--- config.mk ---
export PLATFORM = sky130hd
export DESIGN_NAME = baud_tick_gen
export DESIGN_NICKNAME = d
export VERILOG_FILES = /design/src/rtl/baud_gen_pkg.sv /design/src/rtl/bg_divisor_regs.sv /design/src/rtl/bg_mode_watch.sv /design/src/rtl/bg_count_chain.sv /design/src/rtl/baud_tick_gen.sv
export SDC_FILE = /design/constraint.sdc
export NUM_CORES = 1
export LEC_CHECK = 0
export ABC_AREA = 1
export BUFFER_PORTS_ARGS = -buffer_cell sky130_fd_sc_hd__buf_2
export CORE_MARGIN = 1
export CORE_UTILIZATION = 60
export CTS_CLUSTER_SIZE = 24
export DETAILED_ROUTE_END_ITERATION = 8
export PLACE_DENSITY = 0.79
export SLEW_MARGIN = 20
export SYNTH_ARGS = -nofsm -noshare
export SYNTH_HDL_FRONTEND = slang
export SYNTH_SLANG_ARGS = --single-unit
--- constraint.sdc ---
create_clock -name clk -period 2.45 [get_ports clk]
set_clock_uncertainty 0.05 [all_clocks]
set_input_delay 0.49 -clock clk [delete_from_list [all_inputs] [get_ports clk]]
set_output_delay 0.49 -clock clk [all_outputs]
set_load 0.02 [all_outputs]
--- src/rtl/baud_gen_pkg.sv ---
package baud_gen_pkg;
  localparam int BYTE_W  = 8;
  localparam int DIV_W   = 2 * BYTE_W;
  localparam int MAX_PRE = 64;
  localparam int PRE_W   = $clog2(MAX_PRE);

  typedef struct packed {
    logic wide;
    logic fast;
    logic sync;
  } mode_t;

  // prescale factor minus one for a mode
  function automatic logic [PRE_W-1:0] prescale_m1(input mode_t m);
    int f;
    if (m.sync)                f = 4;
    else if (m.wide && m.fast) f = 4;
    else if (m.wide ^ m.fast)  f = 16;
    else                       f = MAX_PRE;
    return PRE_W'(f - 1);
  endfunction

  // effective divisor from the two bytes and the width select
  function automatic logic [DIV_W-1:0] eff_divisor(input logic wide,
      input logic [BYTE_W-1:0] hi, input logic [BYTE_W-1:0] lo);
    return wide ? {hi, lo} : {{BYTE_W{1'b0}}, lo};
  endfunction
endpackage

--- src/rtl/bg_divisor_regs.sv ---
module bg_divisor_regs
  import baud_gen_pkg::*;
(
  input  logic              clk,
  input  logic              rst_n,
  input  logic [BYTE_W-1:0] wr_data,
  input  logic              wr_lo,
  input  logic              wr_hi,
  output logic [BYTE_W-1:0] lo_q,
  output logic [BYTE_W-1:0] hi_q,
  output logic              wr_event
);
  always_ff @(posedge clk) begin
    if (!rst_n) begin
      lo_q <= '0;
      hi_q <= '0;
    end else begin
      if (wr_lo) lo_q <= wr_data;
      if (wr_hi) hi_q <= wr_data;
    end
  end

  assign wr_event = wr_lo | wr_hi;

  assert_lo_load_R6: assert property (@(posedge clk) disable iff (!rst_n)
    wr_lo |=> (lo_q == $past(wr_data)));
  assert_hi_load_R6: assert property (@(posedge clk) disable iff (!rst_n)
    wr_hi |=> (hi_q == $past(wr_data)));
endmodule

--- src/rtl/bg_mode_watch.sv ---
module bg_mode_watch
  import baud_gen_pkg::*;
(
  input  logic             clk,
  input  logic             rst_n,
  input  mode_t            mode_in,
  output logic [PRE_W-1:0] pre_m1,
  output logic             mode_change
);
  mode_t mode_prev;

  always_ff @(posedge clk) begin
    if (!rst_n) mode_prev <= '0;
    else        mode_prev <= mode_in;
  end

  assign mode_change = (mode_in != mode_prev);
  assign pre_m1      = prescale_m1(mode_in);

  assert_mode_settles_R8: assert property (@(posedge clk) disable iff (!rst_n)
    mode_change |=> (mode_prev == $past(mode_in)));
endmodule

--- src/rtl/bg_count_chain.sv ---
module bg_count_chain
  import baud_gen_pkg::*;
(
  input  logic             clk,
  input  logic             rst_n,
  input  logic             restart,
  input  logic [PRE_W-1:0] pre_m1,
  input  logic [DIV_W-1:0] div_n,
  output logic             terminal
);
  logic [PRE_W-1:0] pre_cnt;
  logic [DIV_W-1:0] div_cnt;
  logic             pre_last;
  logic             div_last;

  assign pre_last = (pre_cnt == pre_m1);
  assign div_last = (div_cnt == div_n);
  assign terminal = pre_last && div_last;

  always_ff @(posedge clk) begin
    if (!rst_n || restart) begin
      pre_cnt <= '0;
      div_cnt <= '0;
    end else if (pre_last) begin
      pre_cnt <= '0;
      div_cnt <= div_last ? '0 : div_cnt + 1'b1;
    end else begin
      pre_cnt <= pre_cnt + 1'b1;
    end
  end

  assert_restart_clear_R7: assert property (@(posedge clk) disable iff (!rst_n)
    restart |=> (pre_cnt == '0 && div_cnt == '0));
  assert_pre_in_range_R9: assert property (@(posedge clk) disable iff (!rst_n)
    !restart |-> (pre_cnt <= pre_m1));
  assert_div_in_range_R9: assert property (@(posedge clk) disable iff (!rst_n)
    !restart |-> (div_cnt <= div_n));
endmodule

--- src/rtl/baud_tick_gen.sv ---
module baud_tick_gen
  import baud_gen_pkg::*;
(
  input  logic        clk,
  input  logic        rst_n,
  input  logic [7:0]  wr_data,
  input  logic        wr_lo,
  input  logic        wr_hi,
  input  logic        wide_en,
  input  logic        fast_en,
  input  logic        sync_en,
  output logic        tick
);
  logic [BYTE_W-1:0] lo_q, hi_q;
  logic              wr_event, mode_change, restart, terminal;
  logic [PRE_W-1:0]  pre_m1;
  logic [DIV_W-1:0]  div_n;
  mode_t             mode_now;
  logic              tick_q;

  assign mode_now = '{wide: wide_en, fast: fast_en, sync: sync_en};

  bg_divisor_regs u_regs (
    .clk(clk), .rst_n(rst_n), .wr_data(wr_data), .wr_lo(wr_lo),
    .wr_hi(wr_hi), .lo_q(lo_q), .hi_q(hi_q), .wr_event(wr_event)
  );

  bg_mode_watch u_mode (
    .clk(clk), .rst_n(rst_n), .mode_in(mode_now),
    .pre_m1(pre_m1), .mode_change(mode_change)
  );

  assign div_n   = eff_divisor(wide_en, hi_q, lo_q);
  assign restart = wr_event | mode_change;

  bg_count_chain u_chain (
    .clk(clk), .rst_n(rst_n), .restart(restart), .pre_m1(pre_m1),
    .div_n(div_n), .terminal(terminal)
  );

  always_ff @(posedge clk) begin
    if (!rst_n) tick_q <= 1'b0;
    else        tick_q <= terminal && !restart;
  end

  assign tick = tick_q;

  assert_tick_single_R9: assert property (@(posedge clk) disable iff (!rst_n)
    tick |=> !tick);
  assert_no_tick_after_restart_R7: assert property (@(posedge clk) disable iff (!rst_n)
    restart |=> !tick);
endmodule

==> flow_metrics.tcl, run 1 <==
set metrics [dict create \
    outcome "finished clean" \
    final_hold_viol_count 0 \
    synth_common_cells "nand2_1, nor2_1, dfxtp_1" \
    grt_first_pass_wirelength_um 8360 \
    die_h_um 63.9 \
    cts.reportedPaths.clkPinSlew_ps 80 \
    drive_above_1_share 0.142 \
    tns_ps 0 \
    synth-edff-count 0 \
    synth-main-ff-cell "dfxtp_1" \
    root_buffer "clkbuf_8" \
    start_util 0.629 \
    core-area_um2 3660 \
    clk_latency_ps 300 \
    crit_arrival_ps 2180 \
    yosysWarningCount 0 \
    cts_max_path_buffers 2 \
    cts_setup_buffers 0 \
    wl_met3_um 139 \
    finalInstanceArea_um2 2480 \
    worstPathRequired_ps 2640 \
    die_area_um2 4090 \
    post-synth-top-count-cell "nand2_1" \
    top_layer_used "met4" \
    dp_slack_ps 173 \
    htreeDepth 2 \
    crit_path_start_kind "input pin" \
    cts.sinks 42 \
    vias_per_cell 5.08 \
    critPathCaptureType "register" \
    numPortBuffers 15 \
    finish.utilization 0.677 \
    yosys.area.top_type "dfxtp_1" \
    met2RoutedLength_um 2470 \
    min_path_type "input pin to register" \
    finalSetupViolations 0 \
    wl_met1_um 2170 \
    fin_hold_ws_ps 364 \
    async_reset_ff_frac 0 \
    synthCells 348 \
    total_power_mw 1.30 \
    grt_usage 0.268 \
    critPathKind "input pin to register" \
    fmax_ghz 0.501 \
    p_leak_nw 1.09 \
    grt_pass1_vias 1910 \
    postSynthAreaPerCell_um2 6.62 \
    firstDrtPassIters 4 \
    finalCriticalPeriod_ps 2000 \
    drc 0 \
    multiInputGateArea_um2 1220 \
    placed_cells 407 \
    n_antenna_cell 0 \
    setup_slack_ps 453 \
    synth_cell_types 26 \
    grt_overflow_total 0 \
    cts-resized-gates 0 \
    finalWirelength_um 4820 \
    rrSetupSlack_ps 720 \
    hold_depth 3 \
    worstPathMaxFanout 14 \
    antenna_found_initial 0 \
    reg2reg_from "u_chain.pre_cnt[0]$_SDFF_PP0_" \
    hp-start "fast_en" \
    dieWidth_um 63.9 \
    grt_max_degree 21 \
    final_cells 415 \
    vdd_ir_drop_max_v 0.000405 \
    cts_hold_buf 0 \
    critPathLaunch "fast_en" \
    synth_area_um2 2300 \
    tritoncts "done" \
    io_pins 16 \
    register_area_um2 841 \
    placed_area_um2 2390 \
    r2r_cells 9 \
    min_period_over_period 0.815 \
    timing.rr.end "u_chain.div_cnt[13]$_SDFFE_PP0P_" \
    slew-limit-headroom 0.759 \
    gp_congestion 0.796 \
    dpl.hpwl_um 3560 \
    yosysSeqAreaShare 0.365 \
    powerDensity_nw_per_um2 527 \
    holdPathEnd "u_mode.mode_prev[1]$_SDFF_PN0_" \
    numCtsBuffers 5 \
    fill_cells 325 \
    rsz0062_at_grt "no" \
    netlist_top_cells_area "dfxtp_1, nand2_1, nor2_1" \
    synth_seq_cells 42 \
    wl_per_cell_um 11.6 \
    area_delta_synth_final_pct 7.61 \
    num_vias 2109 \
    tightest_slew_ps 361 \
    rows 22 \
    syn_nets 367 \
    fin_nets 385 \
    yosys.area.top_type_share 0.365 \
    ant_nets 0 \
    drv_slew 0 \
    maxCapViolCount 0 \
    drtIter0Drc 96 \
]
-- power by group --
group	switching, mW	internal (mW)	leakage, nW
clock	0.241	0.228	0.0482
sequential	0.0129	0.703	0.343
combinational	0.0751	0.0451	0.700
-- flip-flops by register name (all words and copies together), names as in the netlist --
signal            cells
tick                  1
u_chain.div_cnt      16
u_chain.pre_cnt       6
u_mode.mode_prev      3
u_regs.hi_q           8
u_regs.lo_q           8
-- cell usage in the layout (no fill, tap or decap) --
cell type / count
nand2_1: 109
nor2_1: 46
dfxtp_1: 42
inv_1: 40
nand3_1: 24
o21ai_0: 19
buf_2: 15
nor2_2: 13
a21oi_1: 9
nand4_1: 9
clkbuf_8: 6
nand3_2: 5
nor3_1: 4
xor2_1: 4
ha_1: 4
buf_4: 4
or2_2: 3
inv_2: 2
xnor2_1: 2
a21boi_1: 1
nor2_8: 1
nand2_2: 1
nand2b_1: 1
nand2_4: 1
clkinv_2: 1
clkbuf_1: 1
-- layer usage --
layer	track usage	vias up
li1	-	1125
met1	0.310	955
met2	0.480	25
met3	0.0482	4
met4	0.111	0
met5	0	-
-- worst max-delay path by stage --
stage                                       endpoint  slack [ps]  cells past startpoint
floorplan           u_chain.div_cnt[14]$_SDFFE_PP0P_         410                     12
global route        u_chain.div_cnt[12]$_SDFFE_PP0P_         320                     14
global placement       u_chain.pre_cnt[5]$_SDFF_PP0_         220                     10
CTS                 u_chain.div_cnt[13]$_SDFFE_PP0P_         470                     14
detailed placement  u_chain.div_cnt[13]$_SDFFE_PP0P_         170                     14
finish              u_chain.div_cnt[13]$_SDFFE_PP0P_         450                     14
-- kinds of logic (layout without fill, tap and decap cells) --
family	after synthesis	count (layout)	synth area share
and+or+nand+nor	217	217	0.422
buffers and inverters	50	69	0.104
DFF	42	42	0.365
AOI/OAI and AO/OA	29	29	0.0641
xor gates and xnor gates	6	6	0.0228
adders and majority gates	4	4	0.0217
-- layout make-up --
class,count,share of cell area
clock buffer,7,0.0348
sequential,42,0.339
clock inverter,1,0.00202
inverter,42,0.0636
multi-input combinational,256,0.493
tap,48,0.0242
timing repair buffer,19,0.0424
-- worst max-delay path: stages --
cell and delay, ps:
buf_2 120, ha_1 270, nand2_1 60, ha_1 290, inv_1 60, nand2_1 40, nand2_1 90, nand3_2 130
nor2_8 130, buf_4 200, nand3_1 90, nand2_1 70, nand2_1 60, nor2_2 90
Power figures use the tool's default switching activity.
==> run 2, diff against run 1 <==
--- a/config.mk
+++ b/config.mk
@@ -8,10 +8,10 @@
 export ABC_AREA = 1
 export BUFFER_PORTS_ARGS = -buffer_cell sky130_fd_sc_hd__buf_2
 export CORE_MARGIN = 1
-export CORE_UTILIZATION = 60
+export CORE_UTILIZATION = 54
 export CTS_CLUSTER_SIZE = 24
 export DETAILED_ROUTE_END_ITERATION = 8
-export PLACE_DENSITY = 0.79
+export PLACE_DENSITY = 0.75
 export SLEW_MARGIN = 20
 export SYNTH_ARGS = -nofsm -noshare
 export SYNTH_HDL_FRONTEND = slang
==> constraint.sdc (replaced) <==
create_clock -name clk -period 1.65 [get_ports clk]
set_clock_uncertainty 0.05 [all_clocks]
set_input_delay 0.33 -clock clk [delete_from_list [all_inputs] [get_ports clk]]
set_output_delay 0.33 -clock clk [all_outputs]
set_load 0.02 [all_outputs]
==> flow_metrics.tcl, run 2 (synthesized netlist as in run 1, its figures left out) <==
set metrics [dict create \
    outcome "finished, violations left" \
    violations "setup timing" \
    critPathKind "input pin to register" \
    finalCriticalPeriod_ps 1700 \
    tightest_slew_ps 351 \
    cts.sinks 42 \
    clk_latency_ps 300 \
    finish.utilization 0.688 \
    tritoncts "done" \
    largest_reg_flops 16 \
    grt_overflow_total 0 \
    firstDrtPassIters 4 \
    finalWirelength_um 5770 \
    crit_arrival_ps 1850 \
    grt_pass1_vias 2132 \
    ant_nets 0 \
    dp_slack_ps -432 \
    rrSetupSlack_ps 20 \
    switching_share 0.254 \
    fmax_ghz 0.587 \
    area_delta_synth_final_pct 21.3 \
    placed_area_um2 2510 \
    start_util 0.567 \
    powerDensity_nw_per_um2 710 \
    grt_max_degree 20 \
    critPathCaptureType "register" \
    p_switching_uw 503 \
    io_pins 16 \
    crit_chain "buf_8, ha_4, nand2_4, ha_4, inv_2, nand2_2, nand2_2, nand3_4, nor2_8, buf_12, nand3_4, nand2_8, nor2_1" \
    crit_path_start_kind "input pin" \
    maxCapViolCount 0 \
    worstPathMaxFanout 8 \
    htreeDepth 2 \
    setup_slack_ps -52.6 \
    cpPeakStageDelay_ps 260 \
    r2r_cells 8 \
    drc 0 \
    drtIter0Drc 171 \
    finalSetupViolations 15 \
    vdd_ir_drop_max_v 0.000528 \
    wl_per_cell_um 13.3 \
    final_cell_mix "nand2_1, nor2_1, dfxtp_1" \
    final_common_cell "nand2_1" \
    num_vias 2308 \
    cts_max_path_buffers 2 \
    cpMaxStageDelayCell "ha_4" \
    rows 23 \
    worstPathRequired_ps 1800 \
    slew-limit-headroom 0.764 \
    cts.reportedPaths.clkPinSlew_ps 80 \
    drive_above_1_share 0.235 \
    rsz0062_at_grt "yes" \
    finalInstanceArea_um2 2790 \
    root_buffer "clkbuf_8" \
    grt_first_pass_wirelength_um 9540 \
    combPwrFrac 0.113 \
    p_leak_nw 1.19 \
    vias_per_cell 5.33 \
    numPortBuffers 15 \
    largest-register "u_chain.div_cnt" \
    timing.rr.end "u_chain.div_cnt[0]$_SDFFE_PP0P_" \
    dpl.hpwl_um 3660 \
    final_hold_viol_count 0 \
    core-area_um2 4060 \
    die_h_um 67.3 \
    min_path_type "input pin to register" \
    grt_usage 0.285 \
    critPathCapture "u_chain.div_cnt[0]$_SDFFE_PP0P_" \
    drv_slew 0 \
    min_period_over_period 1.03 \
    dieWidth_um 67.3 \
    p_int_mw 1.48 \
    numCtsBuffers 5 \
    reg2reg_from "u_chain.pre_cnt[0]$_SDFF_PP0_" \
    antenna_found_initial 0 \
    die_area_um2 4530 \
    critPathLaunch "fast_en" \
    tns_ps -565 \
    n_antenna_cell 0 \
    gp_congestion 0.837 \
    power_frac_seq 0.538 \
    fin_nets 401 \
    reg_top3 "u_chain.div_cnt x16, u_regs.hi_q x8, u_regs.lo_q x8" \
    clkPwrFrac 0.349 \
]
==> run 2: layer usage <==
layer	track usage	part of all wire	wire length, um
met5	0	0	0
met4	0.0957	0.026	150
met3	0.0541	0.071	407
met2	0.526	0.50	2900
met1	0.323	0.40	2310
==> run 2: layout make-up <==
| type | instances | area, um2 |
|---|---|---|
| inverter | 42 | 161 |
| clock inverter | 1 | 5.00 |
| timing repair buffer | 34 | 267 |
| sequential | 42 | 843 |
| tap | 50 | 62.6 |
| multi-input combinational | 257 | 1370 |
| clock buffer | 7 | 86.3 |
| fill | 341 | 1260 |
==> run 2: worst min-delay path by stage <==
stage,from,endpoint,slack (ps),cells past startpoint
after floorplan,u_chain.pre_cnt[0]$_SDFF_PP0_,u_chain.pre_cnt[0]$_SDFF_PP0_,370,1
after global placement,u_chain.pre_cnt[0]$_SDFF_PP0_,u_chain.pre_cnt[0]$_SDFF_PP0_,380,1
after detailed placement,u_chain.pre_cnt[0]$_SDFF_PP0_,u_chain.pre_cnt[0]$_SDFF_PP0_,400,1
after CTS,sync_en,u_mode.mode_prev[0]$_SDFF_PN0_,200,3
after global routing,sync_en,u_mode.mode_prev[0]$_SDFF_PN0_,220,3
final,sync_en,u_mode.mode_prev[0]$_SDFF_PN0_,220,3
==> run 2: repair_timing <==
item                                   CTS  global route
setup buffers                            3             0
gates cloned                             3             0
pin swaps                               21            19
gates resized for setup                 22            15
endpoints found under the hold margin    0             0
setup endpoints to repair               15            18
hold buffers                             0             0
==> run 2: critical path, delay by kind of cell <==
family / cells / cell delay, ps
and+or+nand+nor: 8 / 770
buffers and inverters: 3 / 280
adders and majority gates: 2 / 480
==> run 2: metrics by stage <==
| stage | cells | total power [mW] | hold WS [ps] |
|---|---|---|---|
| 6_report | 433 | 1.98 | 216 |
| 4_1_cts | 435 | 1.98 | 196 |
| 2_1_floorplan | 348 | 1.21 | 368 |
| 3_5_place_dp | 421 | 1.28 | 397 |
| 3_3_place_gp | 421 | 1.27 | 381 |
| 5_1_grt | 433 | 2.06 | 221 |
==> run 2: power by group through the flow <==
stage	Sequential (mW)	Combinational (mW)	Clock [mW]
floorplan	1.08	0.131	0
global placement	1.09	0.185	0
detailed placement	1.09	0.191	0
CTS	1.07	0.214	0.696
global route	1.07	0.253	0.736
finish	1.07	0.224	0.691
==> run 3, diff against run 2 <==
--- a/config.mk
+++ b/config.mk
@@ -7,7 +7,7 @@
 export LEC_CHECK = 0
 export ABC_AREA = 1
 export BUFFER_PORTS_ARGS = -buffer_cell sky130_fd_sc_hd__buf_2
-export CORE_MARGIN = 1
+export CORE_MARGIN = 5
 export CORE_UTILIZATION = 54
 export CTS_CLUSTER_SIZE = 24
 export DETAILED_ROUTE_END_ITERATION = 8
==> flow_metrics.tcl, run 3 (synthesized netlist as in run 1, its figures left out) <==
set metrics [dict create \
    wl_met1_um 2180 \
    setup_slack_ps -49.1 \
    core-area_um2 4060 \
    firstDrtPassIters 5 \
    grt_overflow_total 0 \
    grt_usage 0.200 \
    vdd_ir_drop_max_v 0.000454 \
    wl_met3_um 352 \
    hp-start "wr_data[5]" \
    top_layer_used "met4" \
    numCtsBuffers 5 \
    dieWidth_um 75.3 \
    antenna_found_initial 0 \
    grt_first_pass_wirelength_um 8690 \
    final_cell_mix "nand2_1, nor2_1, dfxtp_1" \
    cts.sinks 42 \
    finalWirelength_um 5310 \
    critPathLaunch "fast_en" \
    start_util 0.567 \
    io_pins 16 \
    crit_path_start_kind "input pin" \
    tritoncts "done" \
    slew-limit-headroom 0.779 \
    largest-register "u_chain.div_cnt" \
    crit_arrival_ps 1840 \
    finalSetupViolations 14 \
    critPathKind "input pin to register" \
    min_period_over_period 1.03 \
    num_vias 2198 \
    worstPathRequired_ps 1790 \
    grt_pass1_vias 2028 \
    fin_nets 403 \
    vias_per_cell 5.05 \
    clk_latency_ps 300 \
    drc 0 \
    drive_above_1_share 0.210 \
    n_antenna_cell 0 \
    ant_nets 0 \
    rows 23 \
    final_hold_viol_count 0 \
    reg2reg_from "u_chain.pre_cnt[0]$_SDFF_PP0_" \
    min_path_type "input pin to register" \
    die_h_um 75.3 \
    worstPathMaxFanout 11 \
    tightest_slew_ps 331 \
    wl_per_cell_um 12.2 \
    rsz0062_at_grt "yes" \
    cts_max_path_buffers 2 \
    outcome "finished, violations left" \
    fill_cells 363 \
    dpl.hpwl_um 3870 \
    reg_top3 "u_chain.div_cnt x16, u_regs.hi_q x8, u_regs.lo_q x8" \
    finalCriticalPeriod_ps 1700 \
    die_area_um2 5670 \
    final_common_cell "nand2_1" \
    numPortBuffers 15 \
    tns_ps -409 \
    grt_max_degree 23 \
    drtIter0Drc 126 \
    gp_congestion 0.875 \
    powerDensity_nw_per_um2 712 \
    drv_slew 0 \
    p_leak_nw 1.20 \
    root_buffer "clkbuf_8" \
    critPathCaptureType "register" \
    cts.reportedPaths.clkPinSlew_ps 80 \
    fmax_ghz 0.589 \
    largest_reg_flops 16 \
    met2RoutedLength_um 2670 \
    maxCapViolCount 0 \
    violations "setup timing" \
    fin_hold_ws_ps 222 \
    htreeDepth 2 \
    area_delta_synth_final_pct 20.4 \
]
## run 3: worst max-delay path: stages
cell,delay [ps]
buf_6,100
ha_4,260
nand2_2,60
ha_4,270
nand2_2,50
nand2_2,90
nand3_4,100
nor2_8,200
clkbuf_16,200
nand4_1,70
nand2_1,90
nor2_2,30
## run 3: cell type report
class | instances | area (um2) | share of cell area
multi-input combinational | 257 | 1320 | 0.476
timing repair buffer | 36 | 297 | 0.107
clock buffer | 6 | 82.6 | 0.0298
clock inverter | 2 | 12.5 | 0.00451
sequential | 42 | 841 | 0.303
tap | 50 | 62.6 | 0.0226
inverter | 42 | 158 | 0.0569
## run 3: report_power, final
part / internal (mW) / switching (mW) / total, mW
combinational: 0.0972 / 0.120 / 0.217
clock: 0.336 / 0.356 / 0.692
sequential: 1.04 / 0.0192 / 1.06
## run 3: final timing paths
path / to / slack (ps) / cells after the start
worst min register to register: u_regs.lo_q[1]$_SDFFE_PN0P_ / 420 / 2
worst min-delay path: u_regs.lo_q[5]$_SDFFE_PN0P_ / 220 / 3
worst max register to register: u_chain.div_cnt[12]$_SDFFE_PP0P_ / -20 / 8
worst max-delay path: u_chain.div_cnt[12]$_SDFFE_PP0P_ / -50 / 12
## run 3: stage by stage
step                      total power, mW  cells  setup slack (ps)  area, um2   util
after detailed placement             1.28    424              -413       2530  0.624
after CTS                            1.99    433             -16.9       2700  0.665
after global routing                 2.07    435              -188       2770  0.683
after global placement               1.28    424              -372       2530  0.624
final                                1.97    435             -49.1       2770  0.683
after floorplan                      1.21    348              -212       2320      -
## run 3: metal layers
metal / vias to the layer above / global-route usage
met3: 9 / 0.0409
li1: 1155 / -
met1: 979 / 0.237
met5: - / 0
met2: 55 / 0.363
met4: 0 / 0.0544
## run 3: repair_timing
action                                 in CTS  in global routing
hold buffers                                0                  0
setup endpoints to repair                  15                 17
pin swaps                                   3                  3
resized for setup                          11                  7
setup buffers                               0                  0
cloned                                      1                  2
endpoints found under the hold margin       0                  0
